===== config.mk =====
export PLATFORM = sky130hd
export DESIGN_NAME = lkst_ctrl
export DESIGN_NICKNAME = d
export VERILOG_FILES = /design/src/rtl/lkst_pkg.sv /design/src/rtl/lkst_ctrl.sv
export SDC_FILE = /design/constraint.sdc
export NUM_CORES = 1
export LEC_CHECK = 0
export BUFFER_PORTS_ARGS = -buffer_cell sky130_fd_sc_hd__buf_2
export CAP_MARGIN = 20
export CORE_AREA = 3 3 40 42
export CTS_CLUSTER_SIZE = 28
export DETAILED_ROUTE_END_ITERATION = 8
export DIE_AREA = 0 0 43 45
export HOLD_SLACK_MARGIN = 0.08
export PLACE_DENSITY = 0.37
export SLEW_MARGIN = 20
export SYNTH_ARGS = -nofsm -noshare
export SYNTH_HDL_FRONTEND = slang
export SYNTH_SLANG_ARGS = --single-unit

===== constraint.sdc =====
create_clock -name clk -period 1.4 [get_ports clk]
set_input_delay 0.14 -clock clk [delete_from_list [all_inputs] [get_ports clk]]
set_output_delay 0.14 -clock clk [all_outputs]
set_load 0.05 [all_outputs]

===== src/rtl/lkst_pkg.sv =====
package lkst_pkg;

    localparam int OP_W = 2;

    typedef enum logic [OP_W-1:0] {
        OP_ADD = 2'd0,
        OP_SUB = 2'd1,
        OP_XOR = 2'd2,
        OP_AND = 2'd3
    } alu_op_e;

    typedef enum logic [1:0] {
        CK_FILL    = 2'd0,
        CK_WATCH   = 2'd1,
        CK_TRIPPED = 2'd2
    } chk_state_e;

endpackage


===== src/rtl/lkst_ctrl.sv =====
module lkst_ctrl
    import lkst_pkg::*;
#(
    parameter int LAG = 2
) (
    input  logic clk,
    input  logic rst_n,
    input  logic cmp_en,
    input  logic err_clr,
    input  logic raw_mismatch,
    output logic err_flag
);
    localparam int CNT_W = $clog2(LAG + 1);
    localparam logic [CNT_W-1:0] FILL_LAST = CNT_W'(LAG - 1);

    chk_state_e       state, state_nx;
    logic [CNT_W-1:0] fill_cnt;
    logic             live;

    assign live = raw_mismatch && cmp_en && (state != CK_FILL);

    always_ff @(posedge clk) begin
        if (!rst_n) begin
            state    <= CK_FILL;
            fill_cnt <= '0;
        end else begin
            state    <= state_nx;
            fill_cnt <= (state == CK_FILL) ? fill_cnt + 1'b1 : '0;
        end
    end

    always_comb begin
        state_nx = state;
        unique case (state)
            CK_FILL:    if (fill_cnt == FILL_LAST) state_nx = CK_WATCH;
            CK_WATCH:   if (live) state_nx = CK_TRIPPED;
            CK_TRIPPED: if (err_clr && !live) state_nx = CK_WATCH;
            default:    state_nx = CK_FILL;
        endcase
    end

    always_comb begin
        err_flag = (state == CK_TRIPPED) || live;
    end


    err_sticky_chk: assert property (@(posedge clk) disable iff (!rst_n)
        (state == CK_TRIPPED && !err_clr) |=> (state == CK_TRIPPED));


    mismatch_latch_chk: assert property (@(posedge clk) disable iff (!rst_n)
        live |=> (state == CK_TRIPPED));


    clear_release_chk: assert property (@(posedge clk) disable iff (!rst_n)
        (err_clr && !live) |=> (state != CK_TRIPPED));


    cmp_off_chk: assert property (@(posedge clk) disable iff (!rst_n)
        (!cmp_en && state != CK_TRIPPED) |=> (state != CK_TRIPPED));
endmodule


* Word level (Yosys, flattened, before mapping) *
Cells that the tools add are included.

word-level totals
  logic and storage cells = 22
  flip-flop bits (word level) = 4

cells by class
  add/sub/neg operators = 1
  muxes and demuxes = 4
  equality and inequality tests = 6
  reductions and logical operators = 9

operators with widths
  kind                   number
  $mux W2                3
  $pmux W2 S3            1
  $eq A2 B1 Y1 const B   2
  $ne A2 B2 Y1 const B   2
  $logic_and A1 B1 Y1    3
  $reduce_and A3 Y1      1
  $add A2 B1 Y2 const B  1
  $eq A2 B2 Y1 const B   1
  $logic_not A2 Y1       1
  $ne A2 B1 Y1 const B   1
  $reduce_and A2 Y1      1
  $reduce_bool A2 Y1     1
  $logic_not A1 Y1       1
  $logic_or A1 B1 Y1     1

* Logic depth before layout (Yosys ltp) *
  depth after elaboration = 6
  depth in mapped cells = 4
  depth with buffers taken out = 4

* Worst setup path after synthesis *
OpenSTA, ideal clock, no wires.

  kind = register -> output
  start = register state[1]
  end = output err_flag
  path buffers = 0
  slack = -203 ps
  cell stages (with the launch flop) = 3
  data arrival time = 1463 ps
  path through = dfxtp_1 inv_1 o21ai_0

on the way
  word-level cells in the longest chain between the ends = 3
  elaborated cells on any way between the ends = 4
  those cells by class = eq/ne (1); reduce/logical (3)

RTL lines
  what                    line             text
  from (decl)             lkst_ctrl.sv:16  chk_state_e state, state_nx;
  from (signal assigned)  lkst_ctrl.sv:27  state <= state_nx;
  $reduce_bool A2 Y1      lkst_ctrl.sv:20  assign live = raw_mismatch && cmp_en && (state != CK_FILL);
  $logic_and A1 B1 Y1     lkst_ctrl.sv:20
  $logic_or A1 B1 Y1 *    lkst_ctrl.sv:43  err_flag = (state == CK_TRIPPED) || live;
  to (decl)               lkst_ctrl.sv:11  output logic err_flag

Mark *: on every way between the ends. The rest lies on a longest branch, timed or not.

* Final worst setup path *
  start = register state[0]
  end = output err_flag

Same word-level chain as after synthesis.

==> run summary <==
The worst setup slack after layout came out at 179 ps. The data arrival time of the critical path came out at 1080 ps. The longest clock path from root to sink contains 2 buffers.

The longest individual stage delay on the worst path is 380 ps. Buffers added to address setup during post-CTS repair amount to 0. The number of core rows came out at 13. The clock network latency to the later pin of the worst-skew pair is 230 ps. The number of gates given a new drive strength after cts came out at 0. The number of library cell types mapped by synthesis came out at 14. The number of remaining DRC errors is 0. In this run the power density over the cells is 1350 nW/um^2. The synthesis-to-finish area growth is 34.9%. The post-layout net count is 36. TritonCTS built the clock tree. STA classifies the critical path startpoint as a flop. The total congestion overflow after global routing came out at 0. The maximum operating frequency came out at 819 MHz.

In this run the tightest slew margin relative to its limit is 83.2%. On the critical path the largest part of the delay comes from flip-flops. The via count of the first global-routing pass came out at 167. The setup slack after placement is 413 ps. The total vias in the final route came out at roughly 170.

The final HPWL from detailed placement came out at roughly 310 microns. The count of buffers added on input and output ports is 5. The number of antenna repair diodes came out at 0. The largest voltage drop on the vdd net came out at ~0.39 mV.

For the worst setup path, the data required time is 1260 ps. For this design the static power due to leakage is 0.111 nW. The starting DRC count in detailed routing is 4.

The number of antenna violations at the first check in global routing is 0. The number of warning messages in the yosys log came out at 0. The kind of critical path is flop to output port. The number of buffers inserted for hold repair after clock tree synthesis is 0. The netlist area before placement is 190 sq um. The sequential fraction of the synthesis area came out at 42.1%.

In this run the worst setup path begins at state[0]. The total nets after synthesis came out at 26. The combined buffer and inverter count along the critical path came out at 1. CTS placed an instance of clkbuf_4 at the clock tree root.

The pin count of the biggest net entering global routing is 7. Before antenna repair, the detailed router went through 2 iterations. The die covers 1940 sq um.

The via density per instance is ~4. The min-delay analysis places its worst path in the category input pin to flop. The H-tree level count is 1. The startpoint identified for the worst hold timing path is raw_mismatch. The flow ran to the end, and the final reports show no timing, DRC or antenna violations. The maximum fanout encountered on the critical timing path is 6. After floorplanning, the core was sized to cover 1280 sq um. For the final routed database, the setup TNS stands at 0 ps. Traced cell by cell, the critical path runs through nand3_1 > o21ai_1 > buf_2.

The total CTS buffers is 3. Setup violations remaining at the end of the flow were counted as 0. A synthesized cell averages 9.51 sq um.

The slowest stage of the critical path is the dfxtp_1 cell. The x dimension of the die came out at 43 microns. The actual transition at the worst max-transition pin came out at 254 ps.

In this run the count of I/O pins placed on the die edge is 6. The global-route usage over all layers is 4.41%. The aggregate routed wire length came out at 358 microns. The final number of hold-violating endpoints is 0.

The count of final max-slew check failures came out at 0. The detail route stage leaves a number of antenna-violating nets equal to 0. The cell count after synthesis came out at 20.

The fraction of layout cells with a size suffix above 1 came out at 35.7%. The height of the chip is 45 microns. The global-route wire length before repair is approximately 580 microns. The mean routed wirelength per cell came out at 8.33 microns.

The largest clock skew in the final design is 0.433 ps. The endpoint class of the critical path is an output port. The post-route clock period utilization is between 80% and 90%. The start of the worst register-to-register path is state[0]. The clock-pin slew on the worst setup and hold paths is approximately 30 ps.

After layout, the minimum clock period comes to approximately 1200 ps. Across the run, the number of max-cap violations was 0. At the end of routability-driven placement, the weighted congestion stood at 0.714. Synthesis inferred 4 register bits.

The count of clock tree sinks is 4. The initial standard-cell utilization of the core came out at 14.8%. Setup repair after global routing left no endpoint under its margin.
[worst paths after layout]
path / end / slack, ps / cells after the start
min reg2reg: fill_cnt[0] / 420 / 1
min: state[1] / 250 / 3
max reg2reg: fill_cnt[1] / 530 / 2
max: err_flag / 180 / 3
[layout make-up]
| cell class | instances | area (sq um) |
|---|---|---|
| clock buffer | 3 | 22.5 |
| fill | 145 | 1030 |
| inverter | 2 | 7.51 |
| multi-input combinational | 14 | 103 |
| sequential | 4 | 80.1 |
| tap | 15 | 18.8 |
| timing repair buffer | 5 | 25.0 |
[cell usage after synthesis]
cell / count / area share, %
a21bo_2: 1 / 5.3
a21boi_0: 1 / 3.9
and3_1: 1 / 3.3
dfxtp_1: 4 / 42
ha_1: 1 / 6.6
inv_1: 2 / 3.9
nand2b_1: 1 / 3.3
nand3_1: 1 / 2.6
nand3b_1: 1 / 3.9
nor2_1: 3 / 5.9
o21ai_0: 1 / 2.6
o22ai_1: 1 / 3.3
o32ai_2: 1 / 8.6
or3b_1: 1 / 4.6
[cells by family (layout without fill, tap and decap cells)]
| kind of cell | count (synthesis) | after routing | synth area share, % |
|---|---|---|---|
| simple gates | 8 | 8 | 23.7 |
| compound gates | 5 | 5 | 23.7 |
| flops | 4 | 4 | 42.1 |
| buf+inv | 2 | 10 | 3.95 |
| fa+ha+maj | 1 | 1 | 6.58 |
[power breakdown]
group	internal, W	switching (W)	leakage, nW
Sequential	0.000132	0.0000118	0.0330
Clock	0.0000955	0.0000408	0.0138
Combinational	0.0000310	0.0000357	0.0646
[worst reg2reg max path, delay by kind of cell, from the launching register on]
family        cells  cell delay (ps)
flops             1              340
simple gates      2              470
[cells in the final DEF, fill, tap and decap left out]
| master | instances |
|---|---|
| buf_2 | 5 |
| and3_1 | 1 |
| dfxtp_1 | 4 |
| a21boi_0 | 1 |
| o21ai_1 | 1 |
| a21bo_2 | 1 |
| or3b_1 | 1 |
| ha_1 | 1 |
| clkbuf_4 | 3 |
| nand3b_1 | 1 |
| nand3_1 | 1 |
| inv_1 | 2 |
| nand2b_1 | 1 |
| o22ai_1 | 1 |
| o32ai_2 | 1 |
| nor2_1 | 3 |
[per-layer routing]
metal / global-route usage (%) / routed length [microns]
met2: 5.09 / 150
met5: 0 / 0
met1: 4.56 / 169
met4: 3.61 / 0
met3: 4.38 / 38
[flip-flops by register name, indices dropped and copies added, names as in the netlist]
register	cells
fill_cnt	2
state	2
[per-stage QoR]
| step | utilization (%) | cell area, sq um | instances | power [W] | hold slack [ps] |
|---|---|---|---|---|---|
| after floorplan | - | 190 | 20 | 0.000192 | 324 |
| after global placement | 18.2 | 234 | 40 | 0.000209 | 408 |
| after detailed placement | 18.2 | 234 | 40 | 0.000214 | 411 |
| after CTS | 20.0 | 256 | 43 | 0.000356 | 236 |
| after global routing | 20.0 | 256 | 43 | 0.000374 | 260 |
| final | 20.0 | 256 | 43 | 0.000347 | 247 |
No activity file was read; power rests on OpenSTA's default activity.
